[src/rtl/ccf_pkg.sv]
package ccf_pkg;
    parameter int unsigned N_TWR     = 4;
    parameter int unsigned ET_W      = 8;
    parameter int unsigned TWR_W     = 2 * ET_W + 1;
    parameter int unsigned E_W       = ET_W + 1;
    parameter int unsigned CSUM_W    = ET_W + $clog2(N_TWR);
    parameter int unsigned OUT_W     = N_TWR * E_W + 2;
    parameter int unsigned TBL_HALF  = 4;
    parameter int unsigned TBL_AW    = 2 * TBL_HALF;
    parameter int unsigned TBL_N     = 1 << TBL_AW;
    parameter int unsigned PAT_N     = 1 << N_TWR;
    parameter int unsigned CFG_AW    = TBL_AW;
    parameter int unsigned CFG_DW    = E_W;

    typedef enum logic [1:0] {
        SEL_THR  = 2'd0,
        SEL_MASK = 2'd1,
        SEL_EG   = 2'd2,
        SEL_NONE = 2'd3
    } cfg_sel_e;

    typedef enum logic {
        EG_IDLE = 1'b0,
        EG_HOLD = 1'b1
    } eg_state_e;

    typedef struct packed {
        logic                    fg_or;
        logic                    eg;
        logic [N_TWR*E_W-1:0]    e;
    } clus_word_t;
endpackage

[src/rtl/ccf_cfg_regs.sv]
module ccf_cfg_regs
    import ccf_pkg::*;
(
    input  logic              clk,
    input  logic              rst_n,
    input  logic              wr_thr,
    input  logic [E_W-1:0]    thr_in,
    input  logic              wr_mask,
    input  logic [N_TWR-1:0]  mask_idx,
    input  logic              mask_bit,
    output logic [E_W-1:0]    thr,
    output logic [PAT_N-1:0]  mask
);
    always_ff @(posedge clk or negedge rst_n) begin
        if (!rst_n) begin
            thr  <= '0;
            mask <= '0;
        end else begin
            if (wr_thr)  thr            <= thr_in;
            if (wr_mask) mask[mask_idx] <= mask_bit;
        end
    end
endmodule

[src/rtl/ccf_eg_table.sv]
module ccf_eg_table
    import ccf_pkg::*;
(
    input  logic               clk,
    input  logic               rst_n,
    input  logic               wr_req,
    input  logic [TBL_AW-1:0]  wr_addr,
    input  logic               wr_bit,
    input  logic               rd_busy,
    input  logic [TBL_AW-1:0]  rd_addr,
    output logic               rd_bit,
    output eg_state_e          state_o,
    output logic               commit_o,
    output logic [TBL_AW-1:0]  pend_addr_o
);
    eg_state_e          state_q, state_d;
    logic [TBL_N-1:0]   tbl_q;
    logic [TBL_AW-1:0]  pend_addr_q, commit_addr;
    logic               pend_bit_q, commit_bit, pend_load;

    // state register
    always_ff @(posedge clk or negedge rst_n) begin
        if (!rst_n) state_q <= EG_IDLE;
        else        state_q <= state_d;
    end

    // next state and commit decisions
    always_comb begin
        state_d     = state_q;
        commit_o    = 1'b0;
        commit_addr = wr_addr;
        commit_bit  = wr_bit;
        pend_load   = 1'b0;
        unique case (state_q)
            EG_IDLE: begin
                if (wr_req) begin
                    if (rd_busy) begin
                        pend_load = 1'b1;
                        state_d   = EG_HOLD;
                    end else begin
                        commit_o  = 1'b1;
                    end
                end
            end
            EG_HOLD: begin
                if (!rd_busy) begin
                    commit_o    = 1'b1;
                    commit_addr = pend_addr_q;
                    commit_bit  = pend_bit_q;
                    state_d     = EG_IDLE;
                end
            end
        endcase
    end

    always_ff @(posedge clk or negedge rst_n) begin
        if (!rst_n) begin
            tbl_q       <= '0;
            pend_addr_q <= '0;
            pend_bit_q  <= 1'b0;
        end else begin
            if (commit_o) tbl_q[commit_addr] <= commit_bit;
            if (pend_load) begin
                pend_addr_q <= wr_addr;
                pend_bit_q  <= wr_bit;
            end
        end
    end

    assign rd_bit      = tbl_q[rd_addr];
    assign state_o     = state_q;
    assign pend_addr_o = pend_addr_q;
endmodule

[src/rtl/ccf_delay.sv]
module ccf_delay #(
    parameter int unsigned W = 1,
    parameter int unsigned N = 1
) (
    input  logic         clk,
    input  logic         rst_n,
    input  logic [W-1:0] d,
    output logic [W-1:0] q
);
    generate
        if (N == 0) begin : g_wire
            assign q = d;
        end else begin : g_pipe
            logic [W-1:0] st [N];
            always_ff @(posedge clk or negedge rst_n) begin
                if (!rst_n) begin
                    for (int i = 0; i < int'(N); i++) st[i] <= '0;
                end else begin
                    st[0] <= d;
                    for (int i = 1; i < int'(N); i++) st[i] <= st[i-1];
                end
            end
            assign q = st[N-1];
        end
    endgenerate
endmodule

[src/rtl/cluster_cand_finder.sv]
module cluster_cand_finder
    import ccf_pkg::*;
#(
    parameter int unsigned LATENCY = 9
) (
    input  logic                     clk,
    input  logic                     rst_n,
    input  logic                     in_valid,
    input  logic [N_TWR*TWR_W-1:0]   in_towers,
    input  logic                     cfg_we,
    input  logic [1:0]               cfg_sel,
    input  logic [CFG_AW-1:0]        cfg_addr,
    input  logic [CFG_DW-1:0]        cfg_wdata,
    output logic                     out_valid,
    output logic [OUT_W-1:0]         out_word
);
    localparam int unsigned PAD = LATENCY - 3;

    // configuration decode
    cfg_sel_e sel_e;
    logic     wr_thr, wr_mask, wr_eg;
    assign sel_e   = cfg_sel_e'(cfg_sel);
    assign wr_thr  = cfg_we && (sel_e == SEL_THR);
    assign wr_mask = cfg_we && (sel_e == SEL_MASK);
    assign wr_eg   = cfg_we && (sel_e == SEL_EG);

    logic [E_W-1:0]   thr;
    logic [PAT_N-1:0] mask;

    ccf_cfg_regs u_cfg (
        .clk      (clk),
        .rst_n    (rst_n),
        .wr_thr   (wr_thr),
        .thr_in   (cfg_wdata),
        .wr_mask  (wr_mask),
        .mask_idx (cfg_addr[N_TWR-1:0]),
        .mask_bit (cfg_wdata[0]),
        .thr      (thr),
        .mask     (mask)
    );

    // stage 1: capture towers
    logic                   s1_v;
    logic [N_TWR*TWR_W-1:0] s1_twr;
    always_ff @(posedge clk or negedge rst_n) begin
        if (!rst_n) begin
            s1_v   <= 1'b0;
            s1_twr <= '0;
        end else begin
            s1_v   <= in_valid;
            s1_twr <= in_towers;
        end
    end

    // stage 1 arithmetic: per-tower and per-group sums
    logic [E_W-1:0]    s1_e [N_TWR];
    logic [N_TWR-1:0]  s1_fg;
    logic [CSUM_W-1:0] s1_esum, s1_hsum;

    for (genvar k = 0; k < N_TWR; k++) begin : g_twr
        logic [ET_W-1:0] ecal, hcal;
        assign ecal     = s1_twr[k*TWR_W +: ET_W];
        assign hcal     = s1_twr[k*TWR_W + ET_W +: ET_W];
        assign s1_fg[k] = s1_twr[k*TWR_W + 2*ET_W];
        assign s1_e[k]  = {1'b0, ecal} + {1'b0, hcal};
    end

    always_comb begin
        s1_esum = '0;
        s1_hsum = '0;
        for (int k = 0; k < int'(N_TWR); k++) begin
            s1_esum = s1_esum + CSUM_W'(s1_twr[k*TWR_W +: ET_W]);
            s1_hsum = s1_hsum + CSUM_W'(s1_twr[k*TWR_W + ET_W +: ET_W]);
        end
    end

    // stage 2: sums registered, decision and table lookup
    logic              s2_v;
    logic [E_W-1:0]    s2_e [N_TWR];
    logic [N_TWR-1:0]  s2_fg;
    logic [CSUM_W-1:0] s2_esum, s2_hsum;
    always_ff @(posedge clk or negedge rst_n) begin
        if (!rst_n) begin
            s2_v    <= 1'b0;
            s2_fg   <= '0;
            s2_esum <= '0;
            s2_hsum <= '0;
            for (int k = 0; k < int'(N_TWR); k++) s2_e[k] <= '0;
        end else begin
            s2_v    <= s1_v;
            s2_fg   <= s1_fg;
            s2_esum <= s1_esum;
            s2_hsum <= s1_hsum;
            for (int k = 0; k < int'(N_TWR); k++) s2_e[k] <= s1_e[k];
        end
    end

    logic [N_TWR-1:0]  pat;
    logic              hit;
    logic [TBL_AW-1:0] eg_addr;
    logic              eg_bit;
    clus_word_t        s2_word;

    always_comb begin
        pat = '0;
        for (int k = 0; k < int'(N_TWR); k++) pat[k] = (s2_e[k] >= thr);
    end
    assign hit     = mask[pat];
    assign eg_addr = {s2_esum[CSUM_W-1 -: TBL_HALF], s2_hsum[CSUM_W-1 -: TBL_HALF]};

    eg_state_e         eg_state;
    logic              eg_commit;
    logic [TBL_AW-1:0] eg_pend_addr;

    ccf_eg_table u_eg (
        .clk         (clk),
        .rst_n       (rst_n),
        .wr_req      (wr_eg),
        .wr_addr     (cfg_addr),
        .wr_bit      (cfg_wdata[0]),
        .rd_busy     (s2_v),
        .rd_addr     (eg_addr),
        .rd_bit      (eg_bit),
        .state_o     (eg_state),
        .commit_o    (eg_commit),
        .pend_addr_o (eg_pend_addr)
    );

    always_comb begin
        s2_word = '0;
        if (s2_v && hit) begin
            s2_word.fg_or = |s2_fg;
            s2_word.eg    = eg_bit;
            for (int k = 0; k < int'(N_TWR); k++) s2_word.e[k*E_W +: E_W] = s2_e[k];
        end
    end

    // stage 3: registered cluster word
    logic             s3_v;
    logic [OUT_W-1:0] s3_word;
    always_ff @(posedge clk or negedge rst_n) begin
        if (!rst_n) begin
            s3_v    <= 1'b0;
            s3_word <= '0;
        end else begin
            s3_v    <= s2_v;
            s3_word <= s2_word;
        end
    end

    // latency padding
    logic [OUT_W:0] pad_d, pad_q;
    assign pad_d = {s3_v, s3_word};

    ccf_delay #(.W(OUT_W + 1), .N(PAD)) u_pad (
        .clk   (clk),
        .rst_n (rst_n),
        .d     (pad_d),
        .q     (pad_q)
    );

    assign out_valid = pad_q[OUT_W];
    assign out_word  = pad_q[OUT_W-1:0];
endmodule

[config.mk]
export PLATFORM = sky130hd
export DESIGN_NAME = cluster_cand_finder
export DESIGN_NICKNAME = d
export VERILOG_FILES = /design/src/rtl/ccf_pkg.sv /design/src/rtl/ccf_cfg_regs.sv /design/src/rtl/ccf_eg_table.sv /design/src/rtl/ccf_delay.sv /design/src/rtl/cluster_cand_finder.sv
export SDC_FILE = /design/constraint.sdc
export NUM_CORES = 1
export LEC_CHECK = 0
export BUFFER_PORTS_ARGS = -buffer_cell sky130_fd_sc_hd__buf_2
export CORE_MARGIN = 2
export CORE_UTILIZATION = 39
export DETAILED_ROUTE_END_ITERATION = 12
export HOLD_SLACK_MARGIN = 0.15
export PLACE_DENSITY_LB_ADDON = 0.15
export SYNTH_ARGS = -nofsm -noshare
export SYNTH_HDL_FRONTEND = slang
export SYNTH_SLANG_ARGS = --single-unit
[constraint.sdc]
create_clock -name clk -period 3.55 [get_ports clk]
set_input_delay 0.71 -clock clk [delete_from_list [all_inputs] [get_ports clk]]
set_output_delay 0.71 -clock clk [all_outputs]
set_load 0.01 [all_outputs]
After elaboration in Yosys (flattened, before gate mapping)
Index checks and enable logic that the tools add are counted.
{"block": "word_totals", "input_bits": 91, "reg_bits": 694, "word_cells": 77, "out_inout_bits": 39}
{"block": "classes", "n_reduce_logical": 8, "n_bitwise": 1, "addsub": 10, "eq_ne": 2, "n_mux": 22, "order_cmp": 10}
{"op": "$bwmux W256", "count": 1}
{"op": "$add A8 B8 Y9", "count": 6}
{"op": "$mux W38", "count": 1}
{"op": "$ge A9 B9 Y1", "count": 4}
{"op": "$add A10 B8 Y10", "count": 2}
{"op": "$add A9 B8 Y10", "count": 2}
{"op": "$lt A8 B9 Y1 const B", "count": 2}
{"op": "$bwmux W16", "count": 1}
{"op": "$mux W8", "count": 2}
{"op": "$mux W1", "count": 11}
{"op": "$lt A4 B5 Y1 const B", "count": 2}
{"op": "$bmux W1 S8", "count": 1}
{"op": "$demux W1 S8", "count": 1}
{"op": "$ge A8 B1 Y1 const B", "count": 1}
{"op": "$logic_and A1 B1 Y1", "count": 6}
{"op": "$bmux W1 S4", "count": 1}
{"op": "$demux W1 S4", "count": 1}
{"op": "$ge A4 B1 Y1 const B", "count": 1}
{"op": "$pmux W1 S2", "count": 2}
{"op": "$reduce_or A4 Y1", "count": 1}
{"op": "$eq A2 B1 Y1 const B", "count": 1}
{"op": "$eq A2 B2 Y1 const B", "count": 1}
{"op": "$logic_not A2 Y1", "count": 1}
{"op": "$not A1 Y1", "count": 1}

Depth between registers and ports, before layout
{"block": "logic_depth", "ltp_word": 7, "depth_mapped": 13, "mapped_depth_nobuf": 13}

By module
A second synthesis with hierarchy kept.
{"block": "unflattened", "cells_unflattened": 2297, "hier_area_um2": 28736.3}
{"mod": "ccf_eg_table", "n_inst": 1, "cells_per_inst": 1265, "area_each_um2": 13465.4, "seq_area_each_um2": 6656.4}
{"mod": "cluster_cand_finder", "n_inst": 1, "cells_per_inst": 681, "area_each_um2": 8065.2, "seq_area_each_um2": 3928.8}
{"mod": "ccf_delay", "n_inst": 1, "cells_per_inst": 273, "area_each_um2": 6148.4, "seq_area_each_um2": 5855.6}
{"mod": "ccf_cfg_regs", "n_inst": 1, "cells_per_inst": 78, "area_each_um2": 1057.3, "seq_area_each_um2": 625.6}

Worst setup path after synthesis
Ideal clock, no wire load.
{"block": "synth_path", "path_type": "reg-to-reg", "start": "reg s1_twr[2]", "end": "reg s2_esum[9]", "arrival_time_ps": 2804, "path_stages_with_launch": 14, "required_ps": 3428, "setup_time_ps": 122, "n_path_buf": 0, "slack_ps": 624, "synth_period_minus_slack_ps": 2926, "cell_sequence": "dfrtp_1 > inv_1 > fa_1 > fa_1 > inv_1 > ha_1 > and4b_1 > o21a_1 > o21a_1 > o21ai_0 > a21oi_1 > o21a_1 > o21ai_0 > nand2b_1"}
{"block": "synth_via", "elab_chain_cells": 3}
{"item": "start, declared", "line": "cluster_cand_finder.sv:44", "source": "logic [N_TWR*TWR_W-1:0] s1_twr;"}
{"item": "start signal, assigned", "line": "cluster_cand_finder.sv:51", "source": "s1_twr <= in_towers;"}
{"item": "$add A8 B8 Y9", "line": "cluster_cand_finder.sv:72", "source": "s1_esum = s1_esum + CSUM_W'(s1_twr[k*TWR_W +: ET_W]);"}
{"item": "$add A9 B8 Y10", "line": "cluster_cand_finder.sv:72"}
{"item": "$add A10 B8 Y10", "line": "cluster_cand_finder.sv:72"}
{"item": "via s1_esum[9]", "line": "cluster_cand_finder.sv:58", "source": "logic [CSUM_W-1:0] s1_esum, s1_hsum;"}
{"item": "end signal, assigned", "line": "cluster_cand_finder.sv:92", "source": "s2_esum <= s1_esum;"}
{"item": "end, declared", "line": "cluster_cand_finder.sv:81", "source": "logic [CSUM_W-1:0] s2_esum, s2_hsum;"}
The timed path passes the listed nets, and every way through them passes these cells.
A chain may end at the register's enable or synchronous reset.

==> metrics.cfg <==
[cts]
htree_num_levels=3
insertion_delay_ns=0.63
cts_buffers=77
cts_sinks=682
clkTransAtPathRegs_ns=0.06
clk_path_buf_depth=3
cts_resized=0
cts_setup_buffers=0
clock_tree.root_cell=clkbuf_16
cts_tree=done

[timing]
hold-worst-slack_ns=0.188
setup_violations=0
tns_ns=0
drv_slew=0
maxSlewHeadroom=0.0701
tightestPinTransition_ns=1.39
hold_viol_final=0
timing.fmax_mhz=308
post-route-period-util=0.915
period_needed_ns=3.25
skew_ns=0.0174
rsz0062_at_grt=no

[worst_setup_path]
critPathLaunch=u_cfg.thr[2]
end_kind=flip-flop
arrival_ns=3.77
r2r_cells=11
crit_type=reg2reg
worstSetupEndpoint=s3_word[27]
start_kind=flip-flop
crit_required_ns=4.07
r2r-end=s3_word[27]
rrSetupSlack_ns=0.30
r2r_start=u_cfg.thr[2]
crit_fanout=38

[cells_and_area]
final_area_sq_mm=0.0318
drive_gt1_frac=0.201
layout.nets=2406
utilization=0.455
fillers=6320
synthToLayoutAreaGrowth_pct=15.7

[floorplan]
rows=97
core_sq_mm=0.0699
fp.dieH_microns=269
start_util=0.393
ios=130
die_w_microns=269
die_area_sq_mm=0.0726

[placement]
port-buffer-count=129
placed_cell_area_sq_mm=0.0291
gp_congestion=0.838
dp_hpwl_microns=42300

[run]
maxCapViolCount=0

[global_routing]
use_met1=0.263
use_met3=0.0359
grt.total_usage=0.181
grt-busiest-layer=met2
use_met2=0.275
antenna_found_initial=2
grt_overflow=0
grt_pass1_vias=17200
grt_max_degree=127
grt_pass1_wl_microns=102000

[yosys]
ys_types=55
syn_area_sq_mm=0.0275
synth_top_area_share=0.621
syn_avg_cell_area_sq_um=13.0
synth_area_leader_cell=dfrtp_1
synth_nets=2318
ys_warn_count=0
synth_area_leaders=dfrtp_1, mux4_2, a31oi_1
ys_ff_latch=682
ys_top_cells_by_count=dfrtp_1, a21oi_1, a31oi_1
syn_inst=2111
synth_edf_count=0
post-synth-top-count-cell=dfrtp_1
ys_seq_area_frac=0.621
synth_top_flop_cell=dfrtp_1
synth-async-reset-ratio=1.00

[detailed_routing]
ant_nets=0
detail_route.wl_per_cell_microns=20.1
drc=0
wl_microns=64300
vias_per_cell=5.21
dr.pass1.iters=5
dr_total_vias=16700
drt_iter0_drc=1372

[pwr]
p_leak_nw=15.1
vdd_drop_max_uv=403
power_density_mw_per_mm2=630

[hold_path]
hold_class=in2reg

[outcome]
status=finished, final reports clean

through the flow:
stage / std cells / power [mW] / setup slack, ns
3_5_place_dp: 3057 / 12.2 / 0.313
3_3_place_gp: 3057 / 12.2 / 0.384
4_1_cts: 3199 / 20.3 / 0.285
6_report: 3200 / 20.0 / 0.302
5_1_grt: 3199 / 21.1 / 0.160
2_1_floorplan: 2111 / 11.1 / 0.624
cell usage in the layout (no fill, tap or decap), types with 20 or more instances in the layout:
master and n:
a21oi_1 257, clkbuf_16 78, o31ai_1 23, and2_1 39, nor3_1 22, mux4_2 76
ha_1 82, buf_4 46, inv_1 124, buf_2 128, dfrtp_1 680, nor2_1 39
nand2_1 46, mux2_2 40, o21ai_0 54, fa_1 34, a31oi_1 226, clkbuf_8 20
cells by family after synthesis:
group           share of synthesized area
compound gates                      0.130
xor+xnor                          0.00829
fa+ha+maj                          0.0621
buf+inv                            0.0482
flops                               0.621
mux                                0.0844
simple gates                       0.0458
worst min path at each step:
stage,startpoint,end,slack [ns],cells past startpoint
2_1_floorplan,s1_twr[16],s2_fg[0],0.33,0
3_3_place_gp,u_pad.g_pipe.st[78],u_pad.g_pipe.st[39],0.33,0
3_5_place_dp,u_pad.g_pipe.st[143],u_pad.g_pipe.st[104],0.33,0
4_1_cts,in_towers[25],s1_twr[25],0.15,1
5_1_grt,in_towers[42],s1_twr[42],0.16,1
6_report,in_towers[43],s1_twr[43],0.19,1
routing by layer:
layer,vias up,share of wire,wire length (microns)
li1,7685,-,-
met1,8470,0.47,30200
met2,431,0.46,29300
met3,92,0.052,3380
met4,0,0.023,1480
met5,-,0,0
report_power, final:
group | internal [mW] | switching, mW | total, mW
Combinational | 1.26 | 1.70 | 2.95
Clock | 4.75 | 3.25 | 8.00
Sequential | 8.59 | 0.478 | 9.07
worst max-delay path: stages (launching register included):
cell	delay [ns]
dfrtp_1	0.36
inv_1	0.15
ha_1	0.25
or3_1	0.35
a21oi_1	0.25
o311ai_4	0.25
mux2_4	0.36
o221ai_2	0.18
a2bb2o_4	0.22
o31a_1	0.24
buf_4	0.25
and2_1	0.23
registers in the layout (all words and copies together) (netlist names):
name,cells
s1_twr,68
s1_v,1
s2_e,36
s2_esum,4
s2_fg,4
s2_hsum,4
s2_v,1
s3_v,1
s3_word,38
u_cfg.mask,16
u_cfg.thr,9
u_eg.pend_addr_o,8
u_eg.pend_bit_q,1
u_eg.state_o,1
u_eg.tbl_q,256
u_pad.g_pipe.st,195
u_pad.q,39
area by class of cell:
cell class,instances,area (sq um),area share
Sequential cell,682,17100,0.537
Multi-Input combinational cell,1123,9140,0.288
Timing Repair Buffer,191,1290,0.0406
Clock inverter,23,334,0.0105
Clock buffer,116,2290,0.0722
Inverter,124,465,0.0146
Antenna cell,1,2.50,0.0000788
Tap cell,940,1180,0.0370
repair_timing:
item                                    4_1_cts  5_1_grt
hold buffers                                  3        0
endpoints found under the hold margin        65        0
endpoints found under the setup margin        0        0
(Power assumes the default switching activity.)
